### config.mk
export PLATFORM = sky130hd
export DESIGN_NAME = uart_cts_tx
export DESIGN_NICKNAME = d
export VERILOG_FILES = /design/src/rtl/uart_tx_pkg.sv /design/src/rtl/uart_cts_sync.sv /design/src/rtl/uart_tx_parity.sv /design/src/rtl/uart_tx_engine.sv /design/src/rtl/uart_cts_tx.sv
export SDC_FILE = /design/constraint.sdc
export NUM_CORES = 1
export LEC_CHECK = 0
export ABC_AREA = 1
export CORE_UTILIZATION = 37
export CTS_BUF_LIST = sky130_fd_sc_hd__clkbuf_2 sky130_fd_sc_hd__clkbuf_4 sky130_fd_sc_hd__clkbuf_8
export CTS_CLUSTER_DIAMETER = 200
export DETAILED_ROUTE_END_ITERATION = 8
export GPL_TIMING_DRIVEN = 0
export PLACE_DENSITY = 0.65
export SETUP_SLACK_MARGIN = 0.3
export SLEW_MARGIN = 10
export SYNTH_ARGS = -nofsm -noshare
export SYNTH_HDL_FRONTEND = slang
export SYNTH_HIERARCHICAL = 1
export SYNTH_SLANG_ARGS = --single-unit
### constraint.sdc
create_clock -name clk -period 1.4 [get_ports clk]
set_input_delay 0.28 -clock clk [delete_from_list [all_inputs] [get_ports clk]]
set_output_delay 0.28 -clock clk [all_outputs]
set_load 0.01 [all_outputs]
### src/rtl/uart_tx_pkg.sv
package uart_tx_pkg;

  typedef enum logic [2:0] {
    ST_IDLE,
    ST_START,
    ST_DATA,
    ST_PAR,
    ST_STOP
  } tx_state_e;

  typedef struct packed {
    logic data8;
    logic par_en;
    logic stop2;
  } tx_fmt_t;

endpackage

### src/rtl/uart_cts_sync.sv
module uart_cts_sync #(
  parameter int STAGES = 2
) (
  input  logic clk,
  input  logic rst_n,
  input  logic async_in,
  output logic sync_out
);

  logic [STAGES-1:0] chain_q;
  logic [STAGES-1:0] chain_d;

  generate
    if (STAGES == 1) begin : g_single
      always_comb chain_d = async_in;
    end else begin : g_multi
      always_comb chain_d = {chain_q[STAGES-2:0], async_in};
    end
  endgenerate

  // Resets to 1 (not clear to send).
  always_ff @(posedge clk or negedge rst_n) begin
    if (!rst_n) chain_q <= '1;
    else        chain_q <= chain_d;
  end

  assign sync_out = chain_q[STAGES-1];

endmodule

### src/rtl/uart_tx_parity.sv
module uart_tx_parity #(
  parameter int DW = 8
) (
  input  logic [DW-1:0] data,
  input  logic          full_width,
  input  logic          odd,
  output logic          par_bit
);

  logic [DW-1:0] used;
  logic          ones_odd;

  always_comb begin
    used     = full_width ? data : {1'b0, data[DW-2:0]};
    ones_odd = ^used;
    // Odd mode: bit set when the count of ones is even.
    par_bit  = odd ? ~ones_odd : ones_odd;
  end

endmodule

### src/rtl/uart_tx_engine.sv
module uart_tx_engine
  import uart_tx_pkg::*;
#(
  parameter int DW = 8
) (
  input  logic          clk,
  input  logic          rst_n,
  input  logic          baud_tick,
  input  logic          can_send,
  input  logic [DW-1:0] char_in,
  input  logic          par_in,
  input  tx_fmt_t       fmt_in,
  output logic          pop,
  output logic          txd,
  output logic          busy
);

  localparam int CW = $clog2(DW + 1);
  localparam logic [CW-1:0] N_FULL  = CW'(DW);
  localparam logic [CW-1:0] N_SHORT = CW'(DW - 1);

  tx_state_e     state_q, state_d;
  logic [DW-1:0] shreg_q, shreg_d;
  logic [CW-1:0] cnt_q,   cnt_d;
  logic          stop_q,  stop_d;
  logic          par_q,   par_d;
  tx_fmt_t       fmt_q,   fmt_d;
  logic          txd_q,   txd_d;
  logic [CW-1:0] nbits;

  always_comb begin
    state_d = state_q;
    shreg_d = shreg_q;
    cnt_d   = cnt_q;
    stop_d  = stop_q;
    par_d   = par_q;
    fmt_d   = fmt_q;
    txd_d   = txd_q;
    pop     = 1'b0;
    nbits   = fmt_q.data8 ? N_FULL : N_SHORT;

    if (baud_tick) begin
      unique case (state_q)
        ST_IDLE: begin
          if (can_send) begin
            state_d = ST_START;
            txd_d   = 1'b0;
            shreg_d = char_in;
            par_d   = par_in;
            fmt_d   = fmt_in;
            pop     = 1'b1;
          end
        end
        ST_START: begin
          state_d = ST_DATA;
          txd_d   = shreg_q[0];
          shreg_d = shreg_q >> 1;
          cnt_d   = CW'(1);
        end
        ST_DATA: begin
          if (cnt_q == nbits) begin
            if (fmt_q.par_en) begin
              state_d = ST_PAR;
              txd_d   = par_q;
            end else begin
              state_d = ST_STOP;
              txd_d   = 1'b1;
              stop_d  = 1'b0;
            end
          end else begin
            txd_d   = shreg_q[0];
            shreg_d = shreg_q >> 1;
            cnt_d   = cnt_q + CW'(1);
          end
        end
        ST_PAR: begin
          state_d = ST_STOP;
          txd_d   = 1'b1;
          stop_d  = 1'b0;
        end
        ST_STOP: begin
          if (fmt_q.stop2 && !stop_q) begin
            stop_d = 1'b1;
          end else if (can_send) begin
            state_d = ST_START;
            txd_d   = 1'b0;
            shreg_d = char_in;
            par_d   = par_in;
            fmt_d   = fmt_in;
            pop     = 1'b1;
          end else begin
            state_d = ST_IDLE;
            txd_d   = 1'b1;
          end
        end
        default: begin
          state_d = ST_IDLE;
          txd_d   = 1'b1;
        end
      endcase
    end
  end

  always_ff @(posedge clk or negedge rst_n) begin
    if (!rst_n) begin
      state_q <= ST_IDLE;
      shreg_q <= '0;
      cnt_q   <= '0;
      stop_q  <= 1'b0;
      par_q   <= 1'b0;
      fmt_q   <= '0;
      txd_q   <= 1'b1;
    end else if (baud_tick) begin
      state_q <= state_d;
      shreg_q <= shreg_d;
      cnt_q   <= cnt_d;
      stop_q  <= stop_d;
      par_q   <= par_d;
      fmt_q   <= fmt_d;
      txd_q   <= txd_d;
    end
  end

  assign txd  = txd_q;
  assign busy = (state_q != ST_IDLE);

endmodule

### src/rtl/uart_cts_tx.sv
module uart_cts_tx
  import uart_tx_pkg::*;
#(
  parameter int DW         = 8,
  parameter int SYNC_STAGES = 2
) (
  input  logic          clk,
  input  logic          rst_n,
  input  logic          baud_tick,
  input  logic          cfg_data8,
  input  logic          cfg_par_en,
  input  logic          cfg_par_odd,
  input  logic          cfg_stop2,
  input  logic          cfg_flow_en,
  input  logic          cts_n,
  input  logic          fifo_empty,
  input  logic [DW-1:0] fifo_data,
  output logic          fifo_pop,
  output logic          txd,
  output logic          busy
);

  logic    cts_n_s;
  logic    par_bit;
  logic    can_send;
  tx_fmt_t fmt;

  uart_cts_sync #(.STAGES(SYNC_STAGES)) u_sync (
    .clk      (clk),
    .rst_n    (rst_n),
    .async_in (cts_n),
    .sync_out (cts_n_s)
  );

  uart_tx_parity #(.DW(DW)) u_par (
    .data       (fifo_data),
    .full_width (cfg_data8),
    .odd        (cfg_par_odd),
    .par_bit    (par_bit)
  );

  always_comb begin
    fmt.data8  = cfg_data8;
    fmt.par_en = cfg_par_en;
    fmt.stop2  = cfg_stop2;
    can_send   = !fifo_empty && (!cfg_flow_en || !cts_n_s);
  end

  uart_tx_engine #(.DW(DW)) u_eng (
    .clk       (clk),
    .rst_n     (rst_n),
    .baud_tick (baud_tick),
    .can_send  (can_send),
    .char_in   (fifo_data),
    .par_in    (par_bit),
    .fmt_in    (fmt),
    .pop       (fifo_pop),
    .txd       (txd),
    .busy      (busy)
  );

endmodule

### After elaboration in Yosys (flattened, before gate mapping)

Index checks and enable logic that the tools add are counted.

* add/subtract/negate cells: 1
* bitwise gates (word level): 1
* multiplexer cells: 35
* reduce and logical (&&, ||, !) cells: 20
* equal/unequal tests: 11

Operators with widths (count)
* 8-bit 2-to-1 mux: 4
* 8-bit case mux with 4 select lines: 1
* 3-bit 2-to-1 mux: 6
* 1-bit 2-to-1 mux: 15
* 3-bit case mux with 5 select lines: 1
* 3-bit AND reduction: 3
* 4-bit 2-to-1 mux: 2
* 2-bit inequality test, second input constant: 4
* 4-bit case mux with 2 select lines: 1
* 4-bit AND reduction: 2
* 8-bit parity: 1
* 3-bit by 2-bit equality test with 1-bit output, second input constant: 2
* 3-bit case mux with 2 select lines: 1
* 3-bit nonzero test: 2
* 5-bit AND reduction: 1
* 4-bit by 1-bit adder with 4-bit output, second input constant: 1
* 4-bit equality test: 1
* 1-bit logical NOT: 4
* 2-bit by 1-bit inequality test with 1-bit output, second input constant: 2
* 1-bit case mux with 2 select lines: 2
* 1-bit case mux with 4 select lines: 1
* 2-bit nonzero test: 2
* 4-bit nonzero test: 1
* 3-bit by 1-bit equality test with 1-bit output, second input constant: 1
* 6 further kinds: 7

* word-level logic and storage cells: 78
* bits in registers: 23
* output and inout bits: 3
* input bits: 18

### Longest topological paths before layout

* word-level depth: 7
* gate-level depth with buffers: 12
* depth with buffers taken out: 12

### Modules after synthesis

Netlist, hierarchy kept.

By module, submodules not included
* uart_tx_engine: instances 1, area each 1256.2 um2, sequential area each 526.8 um2, cells an instance 156
* uart_tx_parity: instances 1, area each 151.4 um2, sequential area each 0.0 um2, cells an instance 33
* uart_cts_sync: instances 1, area each 52.6 um2, sequential area each 52.6 um2, cells an instance 2
* uart_cts_tx: instances 1, area each 8.8 um2, sequential area each 0.0 um2, cells an instance 1

### Least setup slack after synthesis

Ideal clock, no wire load.

* kind: register to register
* from: reg u_eng.state_q[2]
* to: reg u_eng.shreg_q[5]
* data required time: 1.277 ns
* cell stages (with the launch flop): 10
* buffers on the path: 1
* clock period less this slack: 1.307 ns
* slack: 0.093 ns
* library setup time: 0.123 ns
* data arrival time: 1.184 ns
* cell sequence: dfrtp_1 nor2_4 nand2_4 nand2_4 inv_6 nand2_2 nand3_4 buf_12 nand2_2 o21ai_2

* word-level cells in the longest chain between the ends: 3
* elaborated cells on any way between the ends: 9
* classes of those cells: 5 x eq/ne; 1 x mux; 3 x reduce/logical

Ends and longest elaborated chain
* start: declaration: line uart_tx_engine.sv:22 `tx_state_e state_q, state_d;`
* start signal: assignment: line uart_tx_engine.sv:114 `state_q <= state_d;`
* 3-bit by 1-bit equality test with 1-bit output (tied with other cells): line uart_tx_engine.sv:43 `unique case (state_q)`
* 4-bit nonzero test (no line) / 2-bit inequality test (equally long branches)
* 4-bit AND reduction (no line)
* end signal: assignment: line uart_tx_engine.sv:115 `shreg_q <= shreg_d;`
* end: declaration: line uart_tx_engine.sv:23 `logic [DW-1:0] shreg_q, shreg_d;`

Several ways; a longest one is shown, not always the timed one.
A chain may end at the register's enable or synchronous reset.

### Worst setup path after layout

* from: reg u_eng.state_q[1]
* to: out fifo_pop

* word-level cells in the longest chain between the ends: 3
* elaborated cells on any way between the ends: 4
* classes of those cells: 1 x eq/ne; 2 x mux; 1 x reduce/logical

Ends and longest elaborated chain
* 3-bit equality test / 3-bit logical NOT (equally long branches): line uart_tx_engine.sv:43
* 1-bit case mux with 2 select lines *: line uart_tx_engine.sv:43
* 1-bit 2-to-1 mux *: line uart_tx_engine.sv:42 `if (baud_tick) begin`
* end: declaration: line uart_cts_tx.sv:18 `output logic fifo_pop,`

Mark *: on every way between the ends. The rest lies on a longest branch, timed or not.

==> flow_summary_export.csv <==
group,metric,value,unit
floorplan,io-pin-count,21,
synth,synthDistinctLibCells,27,
synth,synth_cells,192,
clock_network,cts_tree,"done",
clock_network,htree_levels,1,
global_route,grt-ovfl-total,0,
global_route,grt_usage,17.62,%
layout,regArea,581.8,um2
pwr,clockPowerShare,11.5,%
place,io_buffers,20,
timing,max_slew_margin,60.32,%
timing,clock.fmax,0.6486,GHz
synth,synthesis.area,1469,um2
global_route,grt_pass1_wl,5727,um
setup_path,cp_max_fo,2,
setup_path,arrival,1.26,ns
floorplan,start_util,39.24,%
timing,finalHoldViolations,0,
pwr,swShare,42.72,%
synth,avgSynthCellArea,7.651,um2
clock_network,cts_sinks,23,
drt,vias,1341,
timing,rsz0062_at_grt,"true",
synth,ys_top_cells_by_area,"dfrtp_1 34%, nand2_1 13%, inv_1 7.2%, nand3_1 5.8%, dfstp_2 5.4%",
drt,drc,0,
synth,synth-seq-cells,23,
synth,seq_area_frac_synth,39.44,%
drt,wl,3341,um
timing,tightest_slew,0.5951,ns
setup_path,cp_top_family,"simple AND/OR/NAND/NOR gates",
clock_network,numCtsBuffers,3,
floorplan,fp-row-count,22,
global_route,grt_max_degree,24,
place,routabilityCongestion,0.8334,
synth,synthSimpleGateAreaFrac,34.07,%
setup_path,cp_num_buf_inv,1,
place,hpwl,2112,um
layout,nets,254,
timing,setup_viol,13,
setup_path,startpoint_type,"flop",
floorplan,die-area,4226,um2
setup_path,worstPathCellList,"nor2_4 -> nand2_2 -> nor3_4 -> buf_2",
drt,ant_nets,0,
synth,synth_area_leader_cell,"dfrtp_1",
layout,area_growth,43.19,%
setup_path,cp_slowest_cell,"dfrtp_1",
pwr,ir_worst_vdd,1050,uV
synth,syn-num-nets,211,
global_route,antenna_found_initial,0,
clock_network,clk_latency,0.26,ns
synth,synth_warnings,6,
layout,n_antenna_cell,0,
drt,wire_per_inst,11.85,um
pwr,p_switching,1.593,mW
clock_network,path_clk_slew,0.08,ns
setup_path,critPathRequiredTime,1.12,ns
pwr,p_leak,1.114,nW
layout,fillerInstances,343,
synth,synth_top_family_by_area,"simple AND/OR/NAND/NOR gates",
layout,multi_input_area,867.1,um2
synth,synth_compound_area_share,12.61,%
timing,skew,0.001707,ns
timing,fin_tns_setup,-1.027,ns
timing,slew_violations,0,
synth,muxShareOfSynthArea,0,%
clock_network,cts_buffer_depth,2,
floorplan,die_h,65.01,um
global_route,grt_pass1_vias,1293,
drt,first_pass_iters,4,
synth,synth-adder-area-share,0.8518,%
timing,post-route-period-util,110.1,%
pwr,seqPwrFrac,31.6,%
setup_path,worst-setup-path-type,"flop to output port",
layout,drive_gt1_share,41.45,%
pwr,p_int,2.136,mW
clock_network,cts_root_buf,"clkbuf_8",
timing,fin_ws,-0.1419,ns
timing,whs,0.008740,ns
setup_path,cp-end-kind,"output port",
floorplan,die_w,65.01,um
synth,synth_xor_area_share,2.385,%
pwr,pwr_density_cell,1773,nW/um2
status,violations,"negative setup slack",
synth,yosys.area.top_type_share,34.07,%
min_path,hp-class,"input port to asynchronous set/reset pin",
pwr,p_comb_share,56.9,%
drt,vias_per_cell,4.755,
status,outcome,"finished with violations",
floorplan,fp.coreArea,3744,um2
drt,drt_first_iter_violations,82,
job,max_cap_violations,0,
timing,period_minus_slack,1.542,ns
setup_path,max_stage_delay,0.41,ns
routing by layer:
metal	part of all wire, %	vias to the layer above	track usage (%)
met1	45	631	22.25
met3	2.7	4	4.225
met4	1.0	0	2.989
li1	-	683	-
met2	52	23	30.73
met5	0	-	0
synthesized netlist by cell type:
| master | instances |
|---|---|
| nand2_1 | 52 |
| inv_1 | 28 |
| dfrtp_1 | 20 |
| nand3_1 | 17 |
| o21ai_0 | 15 |
| nand2_2 | 11 |
| nor2_1 | 9 |
| o21ai_2 | 8 |
| inv_2 | 4 |
| dfstp_2 | 3 |
| nor2_4 | 3 |
| xnor2_1 | 3 |
| a21oi_2 | 2 |
| nand2_4 | 2 |
| nor2_2 | 2 |
| o21ai_1 | 2 |
| a21oi_1 | 1 |
| buf_12 | 1 |
| buf_4 | 1 |
| ha_1 | 1 |
| inv_6 | 1 |
| nand3_2 | 1 |
| nand3_4 | 1 |
| nor3_1 | 1 |
| nor3_4 | 1 |
| o21a_1 | 1 |
| xor2_1 | 1 |
final timing paths:
path	startpoint	end	slack, ns	depth (start not counted)
max	u_eng/state_q[1]	fifo_pop	-0.14	4
min	rst_n	u_eng/state_q[1]	0.009	1
max reg2reg	u_eng/state_q[1]	u_eng/shreg_q[4]	-0.11	10
min reg2reg	u_sync/chain_q[0]	u_sync/chain_q[1]	0.36	0
max in group asynchronous	rst_n	u_eng/state_q[0]	0.97	1
min in group clk	cfg_data8	u_eng/fmt_q[2]	0.32	3
power by group through the flow:
stage / registers [mW] / clock network [mW] / logic [mW]
detailed placement: 1.11 / 0 / 1.49
global route: 1.21 / 0.468 / 2.34
global placement: 1.10 / 0 / 1.48
finish: 1.18 / 0.428 / 2.12
floorplan: 1.08 / 0 / 1.15
CTS: 1.16 / 0.445 / 2.00
worst reg2reg max path, cell delays in order, from the launching register on:
cell and delay [ns]:
dfrtp_1 0.40, nor2_4 0.06, buf_4 0.13, buf_6 0.12
nand2_4 0.06, inv_2 0.05, a21oi_4 0.15, nand3_4 0.15
buf_6 0.17, nand2_2 0.05, o21ai_2 0.05
kinds of logic (layout without fill, tap and decap cells):
logic type,count (synthesis),in the layout
flops,23,23
fa+ha+maj,1,1
xor+xnor,4,4
compound gates,29,29
simple gates,100,100
buf+inv,35,77
timing repair:
item	CTS	global route
buffers inserted	15	2
setup endpoints to repair	47	44
pin swaps	8	8
gates cloned	1	0
resized for setup	56	27
hold buffers	0	0
final cells by class:
type,count,area share (%)
Multi-Input combinational cell,134,41.23
Sequential cell,23,27.66
Timing Repair Buffer,38,18.14
Inverter,33,6.484
Tap cell,48,2.855
Clock buffer,4,2.320
Buffer,2,1.309
placed cells by master, fill, tap and decap left out, types with 2 or more instances in the layout:
cell type | netlist | final
nor2_2 | 2 | 2
inv_4 | 0 | 3
dfrtp_2 | 0 | 2
buf_6 | 0 | 5
nand2_4 | 2 | 7
buf_2 | 0 | 2
dlygate4sd2_1 | 0 | 2
dfrtp_1 | 20 | 18
nor2_4 | 3 | 6
inv_1 | 28 | 25
dfstp_2 | 3 | 3
xnor2_1 | 3 | 2
nor3_4 | 1 | 2
o21ai_2 | 8 | 8
nand2_1 | 52 | 36
dlymetal6s2s_1 | 0 | 8
nand3_2 | 1 | 5
nor2_1 | 9 | 6
clkdlybuf4s50_1 | 0 | 6
nand3_1 | 17 | 13
nand2_2 | 11 | 22
o21ai_0 | 15 | 4
clkbuf_8 | 0 | 3
inv_2 | 4 | 4
o21ai_1 | 2 | 13
buf_4 | 1 | 13
through the flow:
stage               power, mW  instances  cell area, um2  util (%)  setup slack (ns)
detailed placement      2.596        260            1742     46.52           -0.8598
global route            4.019        282            2103     56.18           -0.2101
finish                  3.729        282            2103     56.18           -0.1419
floorplan               2.232        192            1481         -            0.1147
CTS                     3.608        280            2009     53.68           -0.1815
global placement        2.583        260            1742     46.52           -0.8599
state kept, by name (all words and copies together), names as in the netlist:
| register | count |
|---|---|
| u_eng/fmt_q | 3 |
| u_eng/shreg_q | 8 |
| u_eng/state_q | 3 |
| u_sync/chain_q | 2 |
| u_eng/cnt_q | 4 |
| u_eng/txd | 1 |
| u_eng/par_q | 1 |
| u_eng/stop_q | 1 |
No activity file was read; power rests on OpenSTA's default activity.
